### src/rtl/uart_irq_pkg.sv
// Shared constants and code helpers for the interrupt identification unit.
// Source index equals urgency rank minus one (0 is most urgent).
package uart_irq_pkg;

    localparam int NSRC  = 5;
    localparam int ID_W  = 4;
    localparam int EN_W  = 4;

    localparam int S_LINE  = 0;
    localparam int S_TMO   = 1;
    localparam int S_RXRDY = 2;
    localparam int S_TXE   = 3;
    localparam int S_MODEM = 4;

    localparam logic [ID_W-1:0] CODE_NONE = 4'b0001;

    // Identification code of a source index.
    function automatic logic [ID_W-1:0] code_of(input int idx);
        case (idx)
            S_LINE:  code_of = 4'b0110;
            S_TMO:   code_of = 4'b1100;
            S_RXRDY: code_of = 4'b0100;
            S_TXE:   code_of = 4'b0010;
            default: code_of = 4'b0000;
        endcase
    endfunction

    // Enable register bit that gates a source index.
    function automatic int en_bit_of(input int idx);
        case (idx)
            S_LINE:  en_bit_of = 2;
            S_TMO:   en_bit_of = 0;
            S_RXRDY: en_bit_of = 0;
            S_TXE:   en_bit_of = 1;
            default: en_bit_of = 3;
        endcase
    endfunction

endpackage

### src/rtl/uart_irq_srcs.sv
// Pending-flag bank. Holds one flag per interrupt source.
// Assumes event inputs are single-cycle pulses and clear inputs are
// single-cycle strobes; a set and clear in the same cycle keeps the flag.
module uart_irq_srcs
    import uart_irq_pkg::*;
(
    input  logic            clk,
    input  logic            rst_n,
    input  logic            line_err,
    input  logic            rx_tmo,
    input  logic            rx_at_trig,
    input  logic            tx_evt,
    input  logic            modem_delta,
    input  logic            lsr_rd,
    input  logic            msr_rd,
    input  logic            iir_rd,
    input  logic            thr_wr,
    input  logic            rhr_rd,
    input  logic            tx_reported,
    output logic [NSRC-1:0] pend
);

    // Latched causes: event sets, own strobe clears, event wins.
    always_ff @(posedge clk) begin
        if (!rst_n) begin
            pend[S_LINE]  <= 1'b0;
            pend[S_TXE]   <= 1'b0;
            pend[S_MODEM] <= 1'b0;
        end else begin
            pend[S_LINE]  <= line_err    | (pend[S_LINE]  & ~lsr_rd);
            pend[S_TXE]   <= tx_evt      | (pend[S_TXE]   & ~thr_wr
                                                           & ~(iir_rd & tx_reported));
            pend[S_MODEM] <= modem_delta | (pend[S_MODEM] & ~msr_rd);
        end
    end

    // Level causes: follow receive-path levels, dropped for a cycle on a holding read.
    always_ff @(posedge clk) begin
        if (!rst_n) begin
            pend[S_TMO]   <= 1'b0;
            pend[S_RXRDY] <= 1'b0;
        end else begin
            pend[S_TMO]   <= rx_tmo     & ~rhr_rd;
            pend[S_RXRDY] <= rx_at_trig & ~rhr_rd;
        end
    end

endmodule

### src/rtl/uart_irq_ien.sv
// Enable register and per-source mask. Stores the low EN_W bits of a write;
// upper readback bits are zero. Assumes REG_W >= EN_W.
module uart_irq_ien
    import uart_irq_pkg::*;
#(
    parameter int REG_W = 8
) (
    input  logic             clk,
    input  logic             rst_n,
    input  logic             ien_wr,
    input  logic [REG_W-1:0] ien_wdata,
    input  logic [NSRC-1:0]  pend,
    output logic [REG_W-1:0] ien_rdata,
    output logic [NSRC-1:0]  active
);

    localparam int PAD_W = REG_W - EN_W;

    logic [EN_W-1:0] en_q;

    // Enable register write.
    always_ff @(posedge clk) begin
        if (!rst_n)
            en_q <= '0;
        else if (ien_wr)
            en_q <= ien_wdata[EN_W-1:0];
    end

    assign ien_rdata = {{PAD_W{1'b0}}, en_q};

    // Mask each pending flag by the enable bit that governs it.
    for (genvar i = 0; i < NSRC; i++) begin : g_mask
        localparam int EB = en_bit_of(i);
        assign active[i] = pend[i] & en_q[EB];
    end

endmodule

### src/rtl/uart_irq_prio.sv
// Fixed-order selector. Picks the lowest-index active source and returns
// its code, a one-hot select vector and an any-pending flag.
module uart_irq_prio
    import uart_irq_pkg::*;
(
    input  logic [NSRC-1:0] active,
    output logic [NSRC-1:0] sel,
    output logic [ID_W-1:0] code,
    output logic            any
);

    logic [NSRC:0]          blocked;
    logic [ID_W-1:0]        term [NSRC];
    logic [ID_W-1:0]        code_or;

    assign blocked[0] = 1'b0;

    // Blocking chain: a source is selected when nothing above it is active.
    for (genvar i = 0; i < NSRC; i++) begin : g_chain
        assign blocked[i+1] = blocked[i] | active[i];
        assign sel[i]       = active[i] & ~blocked[i];
        assign term[i]      = sel[i] ? code_of(i) : '0;
    end

    // Merge the one-hot selected code.
    always_comb begin
        code_or = '0;
        for (int i = 0; i < NSRC; i++)
            code_or = code_or | term[i];
    end

    assign any  = blocked[NSRC];
    assign code = any ? code_or : CODE_NONE;

endmodule

### src/rtl/uart_irq_ident.sv
// Top of the interrupt identification unit. Latches causes, masks them,
// reports the most urgent one and drives the gated interrupt output.
// Assumes REG_W >= 8 so the identification byte holds all fixed fields.
module uart_irq_ident
    import uart_irq_pkg::*;
#(
    parameter int REG_W = 8
) (
    input  logic             clk,
    input  logic             rst_n,
    input  logic             ien_wr,
    input  logic [REG_W-1:0] ien_wdata,
    input  logic             fifo_en,
    input  logic             out_en,
    input  logic             line_err,
    input  logic             rx_tmo,
    input  logic             rx_at_trig,
    input  logic             tx_evt,
    input  logic             modem_delta,
    input  logic             lsr_rd,
    input  logic             msr_rd,
    input  logic             iir_rd,
    input  logic             thr_wr,
    input  logic             rhr_rd,
    output logic [REG_W-1:0] ien_rdata,
    output logic [REG_W-1:0] iir,
    output logic             irq
);

    localparam int MID_W = REG_W - ID_W - 2;

    logic [NSRC-1:0] pend;
    logic [NSRC-1:0] active;
    logic [NSRC-1:0] sel;
    logic [ID_W-1:0] code;
    logic            any;

    uart_irq_srcs u_srcs (
        .clk         (clk),
        .rst_n       (rst_n),
        .line_err    (line_err),
        .rx_tmo      (rx_tmo),
        .rx_at_trig  (rx_at_trig),
        .tx_evt      (tx_evt),
        .modem_delta (modem_delta),
        .lsr_rd      (lsr_rd),
        .msr_rd      (msr_rd),
        .iir_rd      (iir_rd),
        .thr_wr      (thr_wr),
        .rhr_rd      (rhr_rd),
        .tx_reported (sel[S_TXE]),
        .pend        (pend)
    );

    uart_irq_ien #(.REG_W(REG_W)) u_ien (
        .clk       (clk),
        .rst_n     (rst_n),
        .ien_wr    (ien_wr),
        .ien_wdata (ien_wdata),
        .pend      (pend),
        .ien_rdata (ien_rdata),
        .active    (active)
    );

    uart_irq_prio u_prio (
        .active (active),
        .sel    (sel),
        .code   (code),
        .any    (any)
    );

    // Identification byte and gated interrupt output.
    assign iir = {{2{fifo_en}}, {MID_W{1'b0}}, code};
    assign irq = out_en & any;

endmodule

### config.mk
export PLATFORM = sky130hd
export DESIGN_NAME = uart_irq_ident
export DESIGN_NICKNAME = d
export VERILOG_FILES = /design/src/rtl/uart_irq_pkg.sv /design/src/rtl/uart_irq_srcs.sv /design/src/rtl/uart_irq_ien.sv /design/src/rtl/uart_irq_prio.sv /design/src/rtl/uart_irq_ident.sv
export SDC_FILE = /design/constraint.sdc
export NUM_CORES = 1
export LEC_CHECK = 0
export BUFFER_PORTS_ARGS = -buffer_cell sky130_fd_sc_hd__buf_2
export CAP_MARGIN = 10
export CORE_AREA = 2 2 39 41
export DETAILED_ROUTE_END_ITERATION = 12
export DIE_AREA = 0 0 41 43
export PLACE_DENSITY = 0.76
export SYNTH_ARGS = -nofsm -noshare
export SYNTH_HDL_FRONTEND = slang
export SYNTH_HIERARCHICAL = 1
export SYNTH_SLANG_ARGS = --single-unit
### constraint.sdc
create_clock -name clk -period 2.8 [get_ports clk]
set_input_delay 0.28 -clock clk [delete_from_list [all_inputs] [get_ports clk]]
set_output_delay 0.28 -clock clk [all_outputs]
set_load 0.02 [all_outputs]
==> results.cfg, run 1 <==
[floorplanning]
dieHeight_um = 43
initial_core_util_pct = 34.5
ios = 40
core_mm2 = 0.00138
rows = 14
die_w_um = 41
die-area_mm2 = 0.00176

[synthesis]
synthesis.area_um2 = 478
yosys_warnings = 6
synthCells = 52
avgSynthCellArea_um2 = 9.19

[clock_tree]
cts_buffer_depth = 2
cts_tree = built
numCtsBuffers = 3
clock-sinks = 9
clk_pin_slew_ns = 0.06
root_buffer = clkbuf_4
post-cts-setup-buffer-count = 0
worstSkewPairLatency_ns = 0.25
ctsHoldBuffers = 0
htree_levels = 1
ctsResizeCount = 0

[layout]
diodes = 0
most-common-layout-cells = buf_2 (26), dfxtp_1 (9), nor2b_1 (7)
layout_commonest_cell = buf_2
area_growth_pct = 24.1
fin_util_pct = 42.9
fin_nets = 100
final_area_um2 = 593
layout-drive-gt1-share_pct = 39.5

[pwr]
total_leakage_power_nw = 0.322
ir_worst_vdd_v = 0.000222
p_per_area_mw_per_mm2 = 490
p_total_uw = 290

[global_routing]
track_usage_pct = 10.6
grt-ovfl-total = 0
grt_start_max_net_pins = 10
antenna_found_initial = 0
grt_pass1_wl_um = 1300
grt_pass1_vias = 336

[sta]
hold_viol_final = 0
max_freq_ghz = 0.496
timing.setup.tns_ns = 0
holdWs_ns = 0.232
skew_ns = 0.00441
slew_violations = 0
rsz0062_at_grt = false
fin_crit_sh_pct = 72.0
setup_viol = 0
fin_crit_ns = 2.01

[flow_run]
maxCapViolCount = 0

[worst_setup_path]
cp.arrival_ns = 1.73
crit_path_max_fanout = 4
r2r-start = u_ien/en_q[0]
critical_path.startpoint = u_ien/en_q[0]
r2r_slack_ns = 1.44
crit_type = flip-flop to output pin
startpoint_type = flip-flop
worst_ep_required_time_ns = 2.52
endpoint_kind = output pin

[drt]
final_antenna_net_count = 0
vias = 373
wl_per_cell_um = 8.75
dr.pass1.iters = 2
wl_um = 805
drc = 0
drt_iter0_drc = 1
avgViaCountPerCell = 4.05

[worst_hold_path]
min-delay-start = tx_evt
hp-class = input pin to flip-flop

[placed_design]
dpl_cell_area_um2 = 567
place.gp.congestion = 0.603
hpwlAfterDp_um = 692
port_buffers = 26

[run_status]
status = finished, final reports clean
[power breakdown]
group          internal (mW)  switching [mW]
Clock                 0.0547          0.0419
Combinational         0.0241          0.0307
Sequential             0.136         0.00362
[registers in the layout, indices dropped and copies added (netlist names)]
| signal | cells |
|---|---|
| u_srcs/pend | 5 |
| u_ien/en_q | 4 |
[path summary, 6_finish.rpt]
kind	depth (start not counted)	end
worst max-delay path	5	irq
worst min-delay path	2	u_srcs/pend[3]
worst max register to register	5	u_srcs/pend[3]
worst min register to register	2	u_ien/en_q[1]
[critical path, stage by stage, from the launching register on]
cell and delay (ns):
dfxtp_1 0.33, and2_1 0.16, or3_1 0.42, or3_1 0.31, and2_1 0.13, buf_2 0.15
[metrics by stage]
stage	worst slack (ns)	cells
after floorplan	0.969	56
after global placement	1.06	88
after detailed placement	1.04	88
after CTS	0.769	92
after global routing	0.687	92
final	0.785	92
[metal layers]
metal | vias up | part of all wire [%] | global-route usage [%]
li1 | 201 | - | -
met1 | 151 | 43 | 13.1
met2 | 21 | 45 | 16.3
met3 | 0 | 11 | 3.14
met4 | 0 | 0 | 4.67
met5 | - | 0 | 0
[layout make-up]
type / count / area, um2
sequential: 9 / 180
tap: 16 / 20.0
multi-input combinational: 34 / 225
clock buffer: 4 / 26.3
inverter: 3 / 11.3
timing repair buffer: 26 / 130
fill: 139 / 791
(Power assumes the default switching activity.)
==> inputs of run 2 (changes only) <==
--- a/config.mk
+++ b/config.mk
@@ -5,12 +5,13 @@
 export SDC_FILE = /design/constraint.sdc
 export NUM_CORES = 1
 export LEC_CHECK = 0
+export ABC_AREA = 1
 export BUFFER_PORTS_ARGS = -buffer_cell sky130_fd_sc_hd__buf_2
 export CAP_MARGIN = 10
-export CORE_AREA = 2 2 39 41
+export CORE_MARGIN = 1.5
+export CORE_UTILIZATION = 38
 export DETAILED_ROUTE_END_ITERATION = 12
-export DIE_AREA = 0 0 41 43
-export PLACE_DENSITY = 0.76
+export PLACE_DENSITY = 0.74
 export SYNTH_ARGS = -nofsm -noshare
 export SYNTH_HDL_FRONTEND = slang
 export SYNTH_HIERARCHICAL = 1
==> constraint.sdc (replaced) <==
create_clock -name clk -period 2.1 [get_ports clk]
set_input_delay 0.21 -clock clk [delete_from_list [all_inputs] [get_ports clk]]
set_output_delay 0.21 -clock clk [all_outputs]
set_load 0.02 [all_outputs]
==> run 2 against run 1 <==
Effect of this change: design area rose by 7.4%; first-iteration DRC count increased to 5.0 times the previous value; power increased by 38%; synthesized cell count grew 58%; largest cell class unchanged; highest routed layer unchanged.
==> results.cfg, run 2 <==
[placed_design]
place_inst = 118
place.gp.congestion = 0.634
port_buffers = 26
hpwlAfterDp_um = 757

[pwr]
ir_worst_vdd_v = 0.000320
power_frac_comb_pct = 21.1
p_int_uw = 286
total_leakage_power_nw = 0.439
p_switching_uw = 114
p_per_area_mw_per_mm2 = 628
p_seq_share_pct = 47.1
power_frac_clock_pct = 31.8
p_total_uw = 400
p_sw_share_pct = 28.4

[floorplanning]
dieHeight_um = 39.9
initial_core_util_pct = 40.3
die_w_um = 39.9
die-area_mm2 = 0.00159
ios = 40
core_mm2 = 0.00128
rows = 13

[drt]
drc = 0
wl_per_cell_um = 7.08
met3_wirelength_um = 78
highest_layer = met3
wl_um = 864
drt_iter0_drc = 5
vias = 477
wl_met1_um = 378
avgViaCountPerCell = 3.91
wl_met2_um = 407
final_antenna_net_count = 0
dr.pass1.iters = 4

[clock_tree]
cts_buffer_depth = 2
worstSkewPairLatency_ns = 0.25
ctsHoldBuffers = 0
post-cts-setup-buffer-count = 0
numCtsBuffers = 3
root_buffer = clkbuf_4
clock-sinks = 9
htree_levels = 1
cts_tree = built
ctsResizeCount = 0
clk_pin_slew_ns = 0.06

[worst_setup_path]
reg2reg_to = u_srcs/pend[3]
endpoint_kind = output pin
r2r-start = u_ien/en_q[0]
worstRegToRegCells = 8
cp.arrival_ns = 1.21
startpoint_type = flip-flop
r2r_slack_ns = 1.04
worst_ep_required_time_ns = 1.89
crit_path_max_fanout = 4
crit_type = flip-flop to output pin

[layout]
layout_commonest_cell = buf_2
finalNonFillerCells = 122
fin_nets = 131
largestRegisters = u_srcs/pend x5, u_ien/en_q x4
layout-drive-gt1-share_pct = 31.8
area_growth_pct = 22.9
largest_register_ffs = 5
most-common-layout-cells = buf_2 (26), inv_1 (20), nand2_1 (19)
num-fill-cells = 135
top_register = u_srcs/pend
fin_util_pct = 49.6
diodes = 0

[sta]
timing.setup.tns_ns = 0
max_freq_ghz = 0.705
slew_violations = 0
fin_crit_sh_pct = 67.5
setup_viol = 0
fin_crit_ns = 1.42
hold_viol_final = 0
rsz0062_at_grt = false
skew_ns = 0.000534

[worst_hold_path]
min_to = u_srcs/pend[2]
hp-class = input pin to flip-flop
hold_depth = 2
min-delay-start = rhr_rd

[synthesis]
avgSynthCellArea_um2 = 6.32
synthesis.area_um2 = 518
synthCells = 82
yosys_warnings = 6

[flow_run]
maxCapViolCount = 0

[global_routing]
grt_pass1_vias = 318
track_usage_pct = 11.8
grt-ovfl-total = 0
antenna_found_initial = 0
grt_pass1_wl_um = 1240
grt_start_max_net_pins = 9

[run_status]
status = finished, final reports clean
run 2: cell count changes in the layout (fill, tap and decap cells not counted), sizes merged, moves of 2 or more:
cell	before	now
nand2	0	19
inv	3	21
nor2	1	15
nor2b	7	0
and2	6	0
mux2i	4	0
a21oi	0	3
nand3	0	3
o21a	3	0
and3b	2	0
or3	2	0
run 2: layout make-up:
cell class | count | area [um2] | share of cell area (%)
clock buffers | 4 | 26.3 | 4.13
inverters | 21 | 78.8 | 12.4
multi-input cells | 47 | 203 | 31.8
flip-flops and latches | 9 | 180 | 28.3
well taps | 15 | 18.8 | 2.95
repair buffers | 26 | 130 | 20.4
run 2: power by group through the flow:
stage	Sequential, mW	Combinational [mW]	Clock, mW
floorplan	0.197	0.0629	0
global placement	0.192	0.0826	0
detailed placement	0.192	0.0850	0
CTS	0.188	0.0854	0.133
global route	0.189	0.0950	0.141
finish	0.188	0.0845	0.127
run 2: worst max-delay path, stage by stage, from the launching register on:
cell and delay, ns:
dfxtp_1 0.33, nand2_1 0.06, inv_1 0.05, nor2_2 0.17, nand3_1 0.12, nand2_1 0.07
buf_2 0.15
run 2: worst max-delay path by stage:
stage	start	endpoint	slack (ns)
3_5_place_dp	u_ien/en_q[0]	iir[1]	0.95
2_1_floorplan	u_ien/en_q[0]	iir[0]	0.88
4_1_cts	u_ien/en_q[0]	iir[1]	0.67
3_3_place_gp	u_ien/en_q[0]	iir[1]	0.95
5_1_grt	u_ien/en_q[0]	irq	0.52
6_report	u_ien/en_q[0]	iir[1]	0.68
run 2: stage by stage:
stage | cell area, um2 | setup slack [ns] | hold WS [ns]
after floorplan | 533 | 0.879 | 0.282
after global placement | 611 | 0.952 | 0.381
after detailed placement | 611 | 0.949 | 0.387
after CTS | 637 | 0.667 | 0.116
after global routing | 637 | 0.525 | 0.135
final | 637 | 0.682 | 0.125
run 2: routing by layer:
| layer | vias to the layer above | GRT usage (%) |
|---|---|---|
| met5 | - | 0 |
| met4 | 0 | 7.76 |
| met3 | 0 | 1.70 |
| met2 | 19 | 18.5 |
| met1 | 191 | 14.8 |
| li1 | 267 | - |
